## src/rtl/irq_ctrl8.sv

```systemverilog
`timescale 1ns/1ps
module irq_ctrl8 #(
  parameter int DW = 8
) (
  input  logic          clk,
  input  logic          rst_n,
  input  logic          bus_wr,
  input  logic          bus_a0,
  input  logic [DW-1:0] bus_wdata,
  output logic [DW-1:0] bus_rdata,
  input  logic [DW-1:0] irq_in,
  input  logic [DW-1:0] trig_level,
  input  logic          ack,
  output logic          int_out,
  output logic [DW-1:0] vector
);
  localparam int LINES = DW;
  localparam int IW = $clog2(LINES);

  typedef enum logic [1:0] {RUN, W_BASE, W_CASC, W_MODE} st_t;
  st_t st;

  logic [LINES-1:0] irq_q, edge_irr, irr, isr, imr, pend, allowed, req, req_bit, isr_bit;
  logic [LINES-1:0] isr_clr, isr_set;
  logic [DW-IW-1:0] base;
  logic [IW-1:0]    req_idx;
  logic             need_mode, aeoi, rsel;

  wire run     = (st == RUN);
  wire cmd_wr  = bus_wr & ~bus_a0;
  wire dat_wr  = bus_wr & bus_a0;
  wire init_wr = cmd_wr & bus_wdata[4];
  wire ocw2    = run & cmd_wr & ~bus_wdata[4] & ~bus_wdata[3];
  wire eoi_sp  = ocw2 & (bus_wdata[7:5] == 3'b011);
  wire eoi_ns  = ocw2 & (bus_wdata[7:5] == 3'b001);
  wire rd_sel  = run & cmd_wr & ~bus_wdata[4] & bus_wdata[3] & bus_wdata[1];
  wire take    = ack & int_out;

  assign irr     = (trig_level & irq_in) | (~trig_level & edge_irr);
  assign pend    = irr & ~imr;
  assign req     = run ? (pend & allowed) : '0;
  assign int_out = |req;
  assign req_bit = req & (~req + 1'b1);
  assign isr_bit = isr & (~isr + 1'b1);
  assign isr_set = (take & ~aeoi) ? req_bit : '0;
  assign isr_clr = eoi_sp ? (LINES'(1) << bus_wdata[IW-1:0]) : (eoi_ns ? isr_bit : '0);
  assign bus_rdata = bus_a0 ? imr : (rsel ? isr : irr);

  always_comb begin
    allowed[0] = ~isr[0];
    for (int i = 1; i < LINES; i++) allowed[i] = allowed[i-1] & ~isr[i];
  end

  always_comb begin
    req_idx = '0;
    for (int i = 0; i < LINES; i++) if (req_bit[i]) req_idx = IW'(i);
  end

  always_ff @(posedge clk or negedge rst_n) begin
    if (!rst_n) begin
      irq_q    <= '0;
      edge_irr <= '0;
      isr      <= '0;
      vector   <= '0;
    end else begin
      irq_q    <= irq_in;
      edge_irr <= (edge_irr | (irq_in & ~irq_q)) & irq_in & ~(take ? req_bit : '0);
      isr      <= (isr & ~isr_clr) | isr_set;
      if (ack) vector <= {base, (take ? req_idx : IW'(LINES - 1))};
    end
  end

  always_ff @(posedge clk or negedge rst_n) begin
    if (!rst_n) begin
      st        <= RUN;
      imr       <= '1;
      base      <= '0;
      need_mode <= 1'b0;
      aeoi      <= 1'b0;
      rsel      <= 1'b0;
    end else if (init_wr) begin
      st        <= W_BASE;
      imr       <= '0;
      rsel      <= 1'b0;
      aeoi      <= 1'b0;
      need_mode <= bus_wdata[0];
    end else begin
      if (rd_sel) rsel <= bus_wdata[0];
      if (dat_wr) begin
        unique case (st)
          W_BASE: begin base <= bus_wdata[DW-1:IW]; st <= W_CASC; end
          W_CASC: st <= need_mode ? W_MODE : RUN;
          W_MODE: begin aeoi <= bus_wdata[1]; st <= RUN; end
          default: imr <= bus_wdata;
        endcase
      end
    end
  end
endmodule


```

## config.mk

```make
export PLATFORM = sky130hd
export DESIGN_NAME = irq_ctrl8
export DESIGN_NICKNAME = d
export VERILOG_FILES = /design/src/rtl/irq_ctrl8.sv
export SDC_FILE = /design/constraint.sdc
export NUM_CORES = 1
export LEC_CHECK = 0
export ABC_CLOCK_PERIOD_IN_PS = 2100
export CORE_MARGIN = 3
export CORE_UTILIZATION = 40
export CTS_BUF_LIST = sky130_fd_sc_hd__clkbuf_4
export DETAILED_ROUTE_END_ITERATION = 6
export GPL_ROUTABILITY_DRIVEN = 1
export PLACE_DENSITY = 0.76
export REMOVE_ABC_BUFFERS = 1
export SYNTH_ARGS = -nofsm -noshare
export SYNTH_HDL_FRONTEND = slang
export SYNTH_SLANG_ARGS = --single-unit
```

## constraint.sdc

```tcl
create_clock -name clk -period 2.1 [get_ports clk]
set_input_delay 0.42 -clock clk [delete_from_list [all_inputs] [get_ports clk]]
set_output_delay 0.42 -clock clk [all_outputs]
set_load 0.05 [all_outputs]
```

=== Word level (Yosys, flattened, before mapping) ===
Index checks and enable logic that the tools add are counted.
Widths: inputs -> output; s select.

* Register bits after elaboration: 50
* Bits of input ports: 29
* Output and inout port bits: 17
* Logic and storage cells: 109

* $add $sub $neg: 2
* Equal/unequal tests: 6
* Shift operators: 1
* Mux-type cells: 27
* Bitwise logic cells: 52
* Reductions and logical operators: 11

{| class="wikitable"
|+ Operators with widths
! cell !! count
|-
| $and 8x8->8 || 10
|-
| $mux 8 || 10
|-
| $not 8->8 || 7
|-
| $or 8x8->8 || 3
|-
| $mux 3 || 7
|-
| $and 1x1->1 || 19
|-
| $add 8x1->8 const B || 2
|-
| $not 1->1 || 13
|-
| $reduce_or 8->1 || 1
|-
| $shl 1x3->8 const A || 1
|-
| $mux 1 || 6
|-
| $mux 2 || 3
|-
| $pmux 2 s3 || 1
|-
| $reduce_and 2->1 || 3
|-
| $reduce_bool 2->1 || 3
|-
| $eq 2x2->1 const B || 2
|-
| $reduce_bool 4->1 || 1
|-
| $eq 3x1->1 const B || 1
|-
| $eq 3x2->1 const B || 1
|-
| $reduce_and 3->1 || 1
|-
| $reduce_or 3->1 || 1
|-
| $eq 2x1->1 const B || 1
|-
| $logic_not 2->1 || 1
|-
| $ne 2x1->1 const B || 1
|}

=== Logic depth before layout (Yosys ltp) ===
* Depth after elaboration: 21
* Mapped depth: 8
* Mapped depth without buffers: 7

=== Least setup slack after synthesis ===
OpenSTA, ideal clock, no wires.

* Path type: in2out
* Start: in trig_level[0]
* End: out int_out
* Arrival time: 1,936 ps
* Data required time: 1,680 ps
* Slack: -256 ps
* Cell stages on the path: 5
* Buffers on the path: 1
* Path through: mux2_1 -> and3_1 -> buf_2 -> nor4_4 -> nand3_1

* Word-level cells in the longest chain between the ends: 7
* Elaborated cells on any way between the ends: 8
* Classes of those cells: mux: 1; bitwise: 6; reduce/logical: 1

{| class="wikitable"
|+ Ends and longest elaborated chain
! element !! RTL line !! text
|-
| start, declared || 12 || <nowiki>input logic [DW-1:0] trig_level,</nowiki>
|-
| $not 8->8 || 39 || <nowiki>assign irr = (trig_level & irq_in) | (~trig_level & edge_irr);</nowiki>
|-
| $and 8x8->8 || 39 ||
|-
| $or 8x8->8 * || 39 ||
|-
| $and 8x8->8 * || 40 || <nowiki>assign pend = irr & ~imr;</nowiki>
|-
| $and 8x8->8 * || 41 || <nowiki>assign req = run ? (pend & allowed) : '0;</nowiki>
|-
| $mux 8 * || 41 ||
|-
| $reduce_or 8->1 * || 42 || <nowiki>assign int_out = |req;</nowiki>
|-
| end, declared || 14 || <nowiki>output logic int_out,</nowiki>
|}

Mark *: on every way between the ends. The rest lies on a longest branch, timed or not.

=== Final worst setup path ===
* Start: reg isr[2]
* End: out int_out

* Word-level cells in the longest chain between the ends: 10

{| class="wikitable"
|+ Ends and longest elaborated chain
! element !! RTL line !! text
|-
| start, declared || 23 || <nowiki>logic [LINES-1:0] irq_q, edge_irr, irr, isr, imr, pend, allowed, req, req_bit, isr_bit;</nowiki>
|-
| start signal, assigned || 68 || <nowiki>isr <= (isr & ~isr_clr) | isr_set;</nowiki>
|-
| $not 1->1 * || 51 || <nowiki>for (int i = 1; i < LINES; i++) allowed[i] = allowed[i-1] & ~isr[i];</nowiki>
|-
| $and 1x1->1 * || 51 ||
|-
| $and 1x1->1 (5 in a row) || 51 ||
|-
| $and 8x8->8 * || 41 ||
|-
| $mux 8 * || 41 ||
|-
| $reduce_or 8->1 * || 42 ||
|}

Marks and branches as above.

==> impl_metrics.ini <==
[status]
status = finished with violations
violations = negative setup slack

[job]
max-cap-violations = 0

[floorplan]
die_h_um = 87.4
die_area_mm2 = 0.00763
dieWidth_um = 87.4
initial_core_util_pct = 41.5
num_rows = 29
io_pins = 46
coreArea_mm2 = 0.00639

[setup_path]
critPathCaptureType = output port
path_cells = or4_4 -> and4bb_4 -> nor4_4 -> nand3_2 -> buf_8
critical_path_cell_count = 5
reg2reg_from = isr[2]
cp-start-kind = flop
crit_required_ps = 1680
timing.rr.end = isr[4]
arrival_ps = 1960
reg2reg_depth = 7
critPathKind = reg2out
rrSetupSlack_ps = -90
worstPathMaxFanout = 2
crit_family = simple AND/OR/NAND/NOR gates
critical_path.max_stage_delay_ps = 560
cp_slowest_cell = or4_4
critPathBufInv = 1

[timing]
hold_viol_final = 0
rsz0062_at_grt = yes
maxSlewViolCount = 0
slew_headroom_pct = 57.9
period_minus_slack_ps = 2380
setup_slack_ps = -283
fin_setup_tns_ps = -696
fmax_mhz = 420
period_share_pct = 113
finalClockSkew_ps = 14.2
worst_pin_slew_ps = 632
setup_viol = 9

[placed_design]
place.detailed.hpwl_mm = 5.36
place.gp.congestion = 0.898
io_buffers = 45
place_inst = 430

[route]
first_pass_iters = 4
wl_mm = 7.20
ant_nets = 0
avgRoutedWirePerCell_um = 16.2
drt_iter0_drc = 160
via_count = 2402
drcViolationCount = 0
viasPerCell = 5.40

[synthesis]
synth_top_area_cell = dfrtp_1
ys.flop_type = dfrtp_1
ys.warnings.count = 0
synthArstFlopShare_pct = 100
synth-seq-area-share_pct = 47.6
yosysUniqueCellTypes = 53
ys_ff_latch = 50
synthCells = 260
syn_area_mm2 = 0.00265
yosysMostFrequentCell = dfrtp_1
synth_edf_count = 0
synth_area_leaders = dfrtp_1, dfstp_2, mux2_2
avgSynthCellArea_um2 = 10.2
synth_top_cell_area_share_pct = 39.7
synthTopCellsByCount = dfrtp_1, o21ai_0, nand2_1

[global_routing]
antenna_found_initial = 0
grt_usage_pct = 20.1
grt-ovfl-total = 0
grt_pass1_vias = 2532
grt_pass1_wl_mm = 12.1
grt_max_degree = 51

[power_and_ir_drop]
vdd_drop_max_v = 0.000983
power_mw = 4.57
power.leakage_nw = 1.79
power_density_mw_per_mm2 = 1180

[clock_tree]
clock_latency_ps = 370
htree_levels = 2
cts_tree = built
cts-root-buf = clkbuf_4
clock-sinks = 50
cts-buffers-inserted = 5
cts.reportedPaths.clkPinSlew_ps = 150
hold_buffers = 0
cts_buffer_depth = 2

[cells_and_area]
drive_gt1_share_pct = 35.3
nNetsFinal = 400
diodes = 0
fin_cells = 445
synthToLayoutAreaGrowth_pct = 46.6

[hold_path]
hold_class = in2async
## layout make-up
class	instances	area, um^2
clock buffer	5	37.5
clock inverter	3	11.3
fill	537	2500
inverter	18	67.6
multi-input combinational	183	1370
sequential	50	1260
tap	77	96.3
timing repair buffer	109	1040
## state kept, by name (all words and copies together), names as in the netlist
register / count
rsel: 1
vector: 8
base: 5
isr: 8
st: 2
imr: 8
aeoi: 1
irq_q: 8
edge_irr: 8
need_mode: 1
## worst max path at each step
stage,end,from,slack (ps)
2_1_floorplan,int_out,st[0],-270
3_3_place_gp,int_out,trig_level[2],-420
3_5_place_dp,int_out,trig_level[2],-440
4_1_cts,int_out,isr[2],-300
5_1_grt,int_out,isr[2],-360
6_report,int_out,isr[2],-280
## repair_timing
action | CTS | global route
pin swaps | 16 | 6
resized for setup | 29 | 16
setup endpoints to repair | 18 | 21
buffers inserted | 6 | 2
## power breakdown
part	internal [mW]	leakage [nW]	switching, mW
clock	0.120	0.0277	0.311
combinational	1.28	1.17	1.33
sequential	1.30	0.593	0.225
## cell families after synthesis
group / count (synthesis) / synth area share, %
simple gates: 83 / 18.5
compound gates: 70 / 17.4
flops: 50 / 47.6
buf+inv: 27 / 3.87
mux: 26 / 10.7
fa+ha+maj: 4 / 1.89
## stage by stage
| step | hold WS, ps | utilization [%] | setup WS, ps | instance area (um^2) |
|---|---|---|---|---|
| floorplan | 124 | - | -267 | 2610 |
| global placement | 474 | 57.3 | -422 | 3660 |
| detailed placement | 496 | 57.3 | -442 | 3660 |
| CTS | 160 | 59.8 | -303 | 3820 |
| global route | 185 | 60.8 | -357 | 3880 |
| finish | 120 | 60.8 | -283 | 3880 |
## cell usage in the layout, fill, tap and decap left out, types with 3 or more instances in the layout
master,instances
nand3_1,9
buf_6,3
mux2_2,13
a32o_1,3
a41oi_1,3
a31oi_1,4
ha_1,3
a22o_1,4
clkbuf_4,5
dfrtp_1,42
mux2_4,5
dfstp_2,8
o21ai_2,4
nor2_1,11
buf_4,60
clkinv_1,3
dlygate4sd2_1,4
inv_2,3
mux2i_1,6
buf_12,9
clkdlybuf4s50_1,28
nand2_1,24
o21ai_0,22
o21ai_1,6
inv_1,15
dlymetal6s2s_1,3
a21oi_1,12
nor3_1,3
nor2b_1,7
## routing by layer
layer  vias up  share of wire [%]  track usage (%)
met5         -                  0                0
met1      1164                 44             27.2
li1       1158                  -                -
met3         6                5.8             3.60
met2        74                 50             33.8
met4         0               0.57             3.91
Note: power is estimated with default switching activity, not from simulation.
